**src/rtl/xcorr_pkg.sv**
```systemverilog
package xcorr_pkg;
  typedef struct packed {
    logic load;
    logic wrEn;
    logic zero;
  } xc_strb_t;
endpackage

```
**src/rtl/xcorr_ctrl.sv**
```systemverilog
module xcorr_ctrl
  import xcorr_pkg::*;
#(
  parameter int NBITS = 4,
  parameter int NSAMP = 4,
  localparam int RW = (NBITS > 1) ? $clog2(NBITS) : 1,
  localparam int CW = (NSAMP > 1) ? $clog2(NSAMP) : 1
) (
  input  logic          clk,
  input  logic          rstN,
  input  logic          valid,
  input  logic          clear,
  output logic          busy,
  output logic [RW-1:0] row,
  output logic [CW-1:0] col,
  output xc_strb_t      strb
);
  logic busyQ, zeroQ, lastCell;

  assign lastCell = (row == RW'(NBITS-1)) && (col == CW'(NSAMP-1));

  always_ff @(posedge clk or negedge rstN) begin
    if (!rstN) begin
      busyQ <= 1'b0;
      zeroQ <= 1'b0;
      row   <= '0;
      col   <= '0;
    end else if (!busyQ) begin
      row <= '0;
      col <= '0;
      if (clear) begin
        busyQ <= 1'b1;
        zeroQ <= 1'b1;
      end else if (valid) begin
        busyQ <= 1'b1;
        zeroQ <= 1'b0;
      end
    end else if (lastCell) begin
      busyQ <= 1'b0;
      row   <= '0;
      col   <= '0;
    end else if (col == CW'(NSAMP-1)) begin
      col <= '0;
      row <= row + 1'b1;
    end else begin
      col <= col + 1'b1;
    end
  end

  assign busy      = busyQ;
  assign strb.load = !busyQ && valid && !clear;
  assign strb.wrEn = busyQ;
  assign strb.zero = zeroQ;

  assert_busy_hold_R2: assert property (@(posedge clk) disable iff (!rstN)
    (busyQ && !lastCell) |=> busyQ);
  assert_busy_end_R2: assert property (@(posedge clk) disable iff (!rstN)
    (busyQ && lastCell) |=> !busyQ);
  assert_idle_index_R6: assert property (@(posedge clk) disable iff (!rstN)
    !busyQ |-> (row == '0 && col == '0));
endmodule

```
**src/rtl/xcorr_dp.sv**
```systemverilog
module xcorr_dp
  import xcorr_pkg::*;
#(
  parameter int NBITS = 4,
  parameter int NSAMP = 4,
  parameter int W     = 8,
  localparam int RW = (NBITS > 1) ? $clog2(NBITS) : 1,
  localparam int CW = (NSAMP > 1) ? $clog2(NSAMP) : 1,
  localparam int XW = W + 2
) (
  input  logic                 clk,
  input  logic                 rstN,
  input  xc_strb_t             strb,
  input  logic [RW-1:0]        row,
  input  logic [CW-1:0]        col,
  input  logic [NBITS-1:0]     newBits,
  input  logic [NBITS-1:0]     oldBits,
  input  logic [NSAMP*W-1:0]   newRe,
  input  logic [NSAMP*W-1:0]   newIm,
  input  logic [NSAMP*W-1:0]   oldRe,
  input  logic [NSAMP*W-1:0]   oldIm,
  input  logic [RW-1:0]        rdRow,
  input  logic [CW-1:0]        rdCol,
  output logic signed [W-1:0]  rdRe,
  output logic signed [W-1:0]  rdIm
);
  localparam logic signed [XW-1:0] MAXV = XW'((1 <<< (W-1)) - 1);
  localparam logic signed [XW-1:0] MINV = -XW'(1 <<< (W-1));

  logic [NBITS-1:0] nBitQ, oBitQ;
  logic signed [W-1:0] nReQ [NSAMP];
  logic signed [W-1:0] nImQ [NSAMP];
  logic signed [W-1:0] oReQ [NSAMP];
  logic signed [W-1:0] oImQ [NSAMP];
  logic signed [W-1:0] memRe [NBITS][NSAMP];
  logic signed [W-1:0] memIm [NBITS][NSAMP];
  logic signed [W-1:0] nextRe, nextIm;

  function automatic logic signed [XW-1:0] steer(input logic b, input logic signed [W-1:0] x);
    logic signed [XW-1:0] e;
    e = XW'(x);
    return b ? e : -e;
  endfunction

  function automatic logic signed [W-1:0] clampLane(input logic signed [XW-1:0] v);
    if (v > MAXV) return MAXV[W-1:0];
    if (v < MINV) return MINV[W-1:0];
    return v[W-1:0];
  endfunction

  always_ff @(posedge clk or negedge rstN) begin
    if (!rstN) begin
      nBitQ <= '0;
      oBitQ <= '0;
      for (int j = 0; j < NSAMP; j++) begin
        nReQ[j] <= '0; nImQ[j] <= '0; oReQ[j] <= '0; oImQ[j] <= '0;
      end
    end else if (strb.load) begin
      nBitQ <= newBits;
      oBitQ <= oldBits;
      for (int j = 0; j < NSAMP; j++) begin
        nReQ[j] <= newRe[j*W +: W];
        nImQ[j] <= newIm[j*W +: W];
        oReQ[j] <= oldRe[j*W +: W];
        oImQ[j] <= oldIm[j*W +: W];
      end
    end
  end

  always_comb begin
    nextRe = clampLane(XW'(memRe[row][col]) + steer(nBitQ[row], nReQ[col])
                       - steer(oBitQ[row], oReQ[col]));
    nextIm = clampLane(XW'(memIm[row][col]) + steer(nBitQ[row], nImQ[col])
                       - steer(oBitQ[row], oImQ[col]));
  end

  always_ff @(posedge clk or negedge rstN) begin
    if (!rstN) begin
      for (int i = 0; i < NBITS; i++)
        for (int j = 0; j < NSAMP; j++) begin
          memRe[i][j] <= '0;
          memIm[i][j] <= '0;
        end
    end else if (strb.wrEn) begin
      memRe[row][col] <= strb.zero ? '0 : nextRe;
      memIm[row][col] <= strb.zero ? '0 : nextIm;
    end
  end

  assign rdRe = memRe[rdRow][rdCol];
  assign rdIm = memIm[rdRow][rdCol];

  assert_zero_write_R5: assert property (@(posedge clk) disable iff (!rstN)
    (strb.wrEn && strb.zero) |=>
      (memRe[$past(row)][$past(col)] == '0 && memIm[$past(row)][$past(col)] == '0));
endmodule

```
**src/rtl/sign_xcorr_acc.sv**
```systemverilog
module sign_xcorr_acc
  import xcorr_pkg::*;
#(
  parameter int NBITS = 4,
  parameter int NSAMP = 4,
  parameter int W     = 8,
  localparam int RW = (NBITS > 1) ? $clog2(NBITS) : 1,
  localparam int CW = (NSAMP > 1) ? $clog2(NSAMP) : 1
) (
  input  logic               clk,
  input  logic               rstN,
  input  logic               valid,
  input  logic               clear,
  input  logic [NBITS-1:0]   newBits,
  input  logic [NBITS-1:0]   oldBits,
  input  logic [NSAMP*W-1:0] newRe,
  input  logic [NSAMP*W-1:0] newIm,
  input  logic [NSAMP*W-1:0] oldRe,
  input  logic [NSAMP*W-1:0] oldIm,
  output logic               busy,
  input  logic [RW-1:0]      rdRow,
  input  logic [CW-1:0]      rdCol,
  output logic [W-1:0]       rdRe,
  output logic [W-1:0]       rdIm
);
  xc_strb_t      strb;
  logic [RW-1:0] row;
  logic [CW-1:0] col;
  logic signed [W-1:0] dRe, dIm;

  xcorr_ctrl #(.NBITS(NBITS), .NSAMP(NSAMP)) ctrl_i (
    .clk(clk), .rstN(rstN), .valid(valid), .clear(clear),
    .busy(busy), .row(row), .col(col), .strb(strb)
  );

  xcorr_dp #(.NBITS(NBITS), .NSAMP(NSAMP), .W(W)) dp_i (
    .clk(clk), .rstN(rstN), .strb(strb), .row(row), .col(col),
    .newBits(newBits), .oldBits(oldBits),
    .newRe(newRe), .newIm(newIm), .oldRe(oldRe), .oldIm(oldIm),
    .rdRow(rdRow), .rdCol(rdCol), .rdRe(dRe), .rdIm(dIm)
  );

  assign rdRe = dRe;
  assign rdIm = dIm;

  assert_idle_read_stable_R7: assert property (@(posedge clk) disable iff (!rstN)
    (!busy && !valid && !clear) |=>
      (!$stable(rdRow) || !$stable(rdCol) || ($stable(rdRe) && $stable(rdIm))));
endmodule

```
**config.mk**
```make
export PLATFORM = sky130hd
export DESIGN_NAME = sign_xcorr_acc
export DESIGN_NICKNAME = d
export VERILOG_FILES = /design/src/rtl/xcorr_pkg.sv /design/src/rtl/xcorr_ctrl.sv /design/src/rtl/xcorr_dp.sv /design/src/rtl/sign_xcorr_acc.sv
export SDC_FILE = /design/constraint.sdc
export NUM_CORES = 1
export LEC_CHECK = 0
export CAP_MARGIN = 30
export CORE_ASPECT_RATIO = 0.7
export CORE_MARGIN = 1
export CORE_UTILIZATION = 57
export CTS_CLUSTER_DIAMETER = 200
export DETAILED_ROUTE_END_ITERATION = 8
export PLACE_DENSITY = 0.78
export SYNTH_ARGS = -nofsm -noshare
export SYNTH_HDL_FRONTEND = slang
export SYNTH_SLANG_ARGS = --single-unit
```
**constraint.sdc**
```tcl
create_clock -name clk -period 8.15 [get_ports clk]
set_input_delay 2.445 -clock clk [delete_from_list [all_inputs] [get_ports clk]]
set_output_delay 2.445 -clock clk [all_outputs]
set_load 0.005 [all_outputs]
```
==> reports/qor.txt <==
Crit. End Element - output port
Syn avg cell area - 12.4 µm²
Clk sinks - 398
Via/cell ratio - 6.30
RSZ-0062 raised after global routing - false
Buffers from clock root to sink, at most - 3
Gr ovfl total - 0
Crit path time final - 7.14 ns
Setup bufs post-CTS - 0
Via count - 14,800
Clk Latency, worst-skew pair - 0.55 ns
Number of global-route vias before repair - 15,500
DRC Markers - 12
Width of the die - 233 µm
Worst slew pin tran - 1.07 ns
Outcome - finished, violations left
Num ports - 161
Overall global routing resource usage - 29.8%
Final Skew - 0.0206 ns
Required @ worst endpoint - 5.71 ns
Total core area - 0.0364 mm²
Share of Yosys cell area claimed by the top area cell type - 46.6%
Std-Cell Rows - 58
Antenna diodes - 0
Mux share of post-synthesis cell area - 27.9%
Pin count of the biggest net entering global routing - 146
Flops & latches, synth - 398
Layout area overhead - 15.2%
Post-synthesis xor/xnor area fraction - 1.86%
CTS Hold Bufs - 0
Root Buffer Master - clkbuf_16
YS warnings - 0
CTS Buf Count - 38
Crit path DAT - 4.70 ns
Starting Density - 58.6%
Drt first pass iters - 7
Synth area leaders - dfrtp_1 47%, mux4_2 20%, mux2_2 7.3%
Final RePlAce weighted congestion - 0.868
Worst Setup Path Type - primary input to output port
Fmax - 140 MHz
Setup tns final - 0 ns
Mapped Nets - 1,920
Global-route track usage on met1 - 41.7%
Post-DR wirelength/cell - 23.1 µm
Fin nets - 2,037
H-Tree Depth - 2
Share of layout cells above drive strength 1 - 24.9%
# setup viols final - 0
Tcrit/Tclk final - 87.6%
GR Util met2 - 47.6%
Distinct cells, synth - 54
Final Max Slew Viols - 0
Number of flops mapped to enable cells by yosys - 0
Post-Synth Adder-Cell Area - 3.56%
Post-cts sizing count - 0
Synthesized instance count - 1,726
# fillers - 2,561
Post-synth ARST share - 100%
Initial antenna violation count - 0
Placed cells - 2,283
Initial drt markers - 1,244
HP Class - flip-flop to flip-flop
Dpl hpwl - 35,600 µm
Post-route ant nets - 0
Failing checks - DRC
Relative slew slack - 28.2%
Final Util - 67.6%
Die Area - 0.0383 mm²
Die Y - 164 µm
Top_reg_cell synth - dfrtp_1
IO Port Bufs - 160
Met3 Usage GRT - 5.94%
Simple-Gate Fraction of Synth Area - 7.01%
Endpoints failing hold - 0
Seq/Total Area, Yosys - 46.6%
Area leader, netlist - dfrtp_1
Mapped Area - 0.0214 mm²
Main combinational cell family by area after synthesis - multiplexers
First-pass GRT wire length - 86,800 µm
Clock-pin slew on the worst setup and hold paths - 0.06 ns
Max-Cap Viols - 0
CTS tree - yes
Synth Area in Compound Gates - 9.43%
Final Instance Count excl. Fillers - 2,348
Worst setup SP type - primary input
Post-Route WL - 54,300 µm
Most Crowded Layer GR - met2
CP Max Fanout - 42
-- cell usage after synthesis (2+ instances only) --
master	n
dfrtp_1	398
nand2_1	271
o21ai_0	197
mux4_2	192
mux2_2	138
clkbuf_1	83
inv_1	67
o21ai_1	51
a21oi_1	39
ha_1	32
nor2_1	32
o21ai_2	20
xnor2_1	20
xor2_1	20
buf_1	18
fa_1	18
nand2b_1	16
nand3_1	16
nor3_1	12
buf_2	10
a21o_1	8
mux2i_1	7
buf_6	6
o21ai_4	5
o31a_1	5
a211oi_1	4
a31oi_1	4
and2_1	3
nor2b_1	3
o21a_1	3
a221oi_1	2
o211ai_1	2
o211ai_4	2
o21bai_1	2
-- through the flow --
| stage | hold WS, ns | setup WS [ns] | instance area (µm²) |
|---|---|---|---|
| 2_1_floorplan | 0.461 | 1.31 | 21400 |
| 3_3_place_gp | 0.478 | 0.997 | 23400 |
| 3_5_place_dp | 0.486 | 0.983 | 23400 |
| 4_1_cts | 0.500 | 0.975 | 24600 |
| 5_1_grt | 0.520 | 0.892 | 24600 |
| 6_report | 0.499 | 1.01 | 24600 |
-- cell usage in the layout, fill, tap and decap left out, types with 4 or more instances in the layout --
cell             netlist  routed
ha_1                  32      32
xor2_1                20      20
buf_12                 0       5
nand2_1              271     271
inv_1                 67      67
mux4_2               192     192
clkdlybuf4s50_1        0     157
nand3_1               16      14
o21ai_4                5       5
o21ai_2               20      20
clkbuf_1              83      10
a21o_1                 8       8
dfrtp_1              398     394
nor2_1                32      32
buf_4                  1      32
o21ai_1               51      51
xnor2_1               20      20
a211oi_1               4       4
nor3_1                12      12
o31a_1                 5       5
nand2b_1              16      16
fa_1                  18      18
o21ai_0              197     197
clkbuf_16              0      39
a21oi_1               39      39
mux2_2               138     138
mux2i_1                7       7
clkbuf_8               0       7
a31oi_1                4       4
-- worst max-delay path, cell delays in order --
cell and delay [ns]:
buf_2 0.49, buf_12 0.35, mux4_2 0.36, mux4_2 0.52, clkdlybuf4s50_1 0.48
-- worst paths after layout --
check | from | end | slack, ns | cells after the start
worst max register to register | ctrl_i.col[0]$_DFF_PN0_ | dp_i.memIm[70]$_DFFE_PN0P_ | 1.81 | 15
min in group asynchronous | rstN | dp_i.memIm[125]$_DFFE_PN0P_ | 1.97 | 1
worst max-delay path | rdRow[1] | rdRe[3] | 1.01 | 5
worst min-delay path | dp_i.memRe[8]$_DFFE_PN0P_ | dp_i.memRe[8]$_DFFE_PN0P_ | 0.50 | 2
max in group asynchronous | rstN | dp_i.oReQ[1]$_DFFE_PN0P_ | 4.82 | 2
worst min register to register | dp_i.memRe[8]$_DFFE_PN0P_ | dp_i.memRe[8]$_DFFE_PN0P_ | 0.50 | 2
-- metal layers --
layer | up-vias | wire [µm] | share of wire [%]
met3 | 120 | 4490 | 8.3
met2 | 605 | 26100 | 48
met5 | - | 0 | 0
met1 | 7587 | 22300 | 41
li1 | 6490 | - | -
met4 | 0 | 1380 | 2.5
-- state kept, by name (all words and copies together), names as in the netlist --
signal and flops:
ctrl_i.col 2, dp_i.oBitQ 4, dp_i.nBitQ 4, ctrl_i.row 2
dp_i.memRe 128, dp_i.nReQ 32, ctrl_i.busy 1, ctrl_i.zeroQ 1
dp_i.oImQ 32, dp_i.memIm 128, dp_i.oReQ 32, dp_i.nImQ 32
-- layout make-up --
type | count | area (µm²) | share of cell area [%]
clock buffer | 56 | 1110 | 4.51
clock inverter | 9 | 108 | 0.437
inverter | 69 | 259 | 1.05
multi-input combinational | 1140 | 10600 | 43.2
sequential | 398 | 9970 | 40.5
tap | 480 | 601 | 2.44
timing repair buffer | 196 | 1930 | 7.85
-- kinds of logic after synthesis --
family	Yosys count
AOI/OAI and AO/OA	348
xor gates and xnor gates	42
adders and majority gates	50
buffers and inverters	188
DFF	398
muxes	337
and+or+nand+nor	363
Power is left out: the tool's default activity adds up to more than one toggle a clock period on the data nets, which glitch-free logic cannot reach.
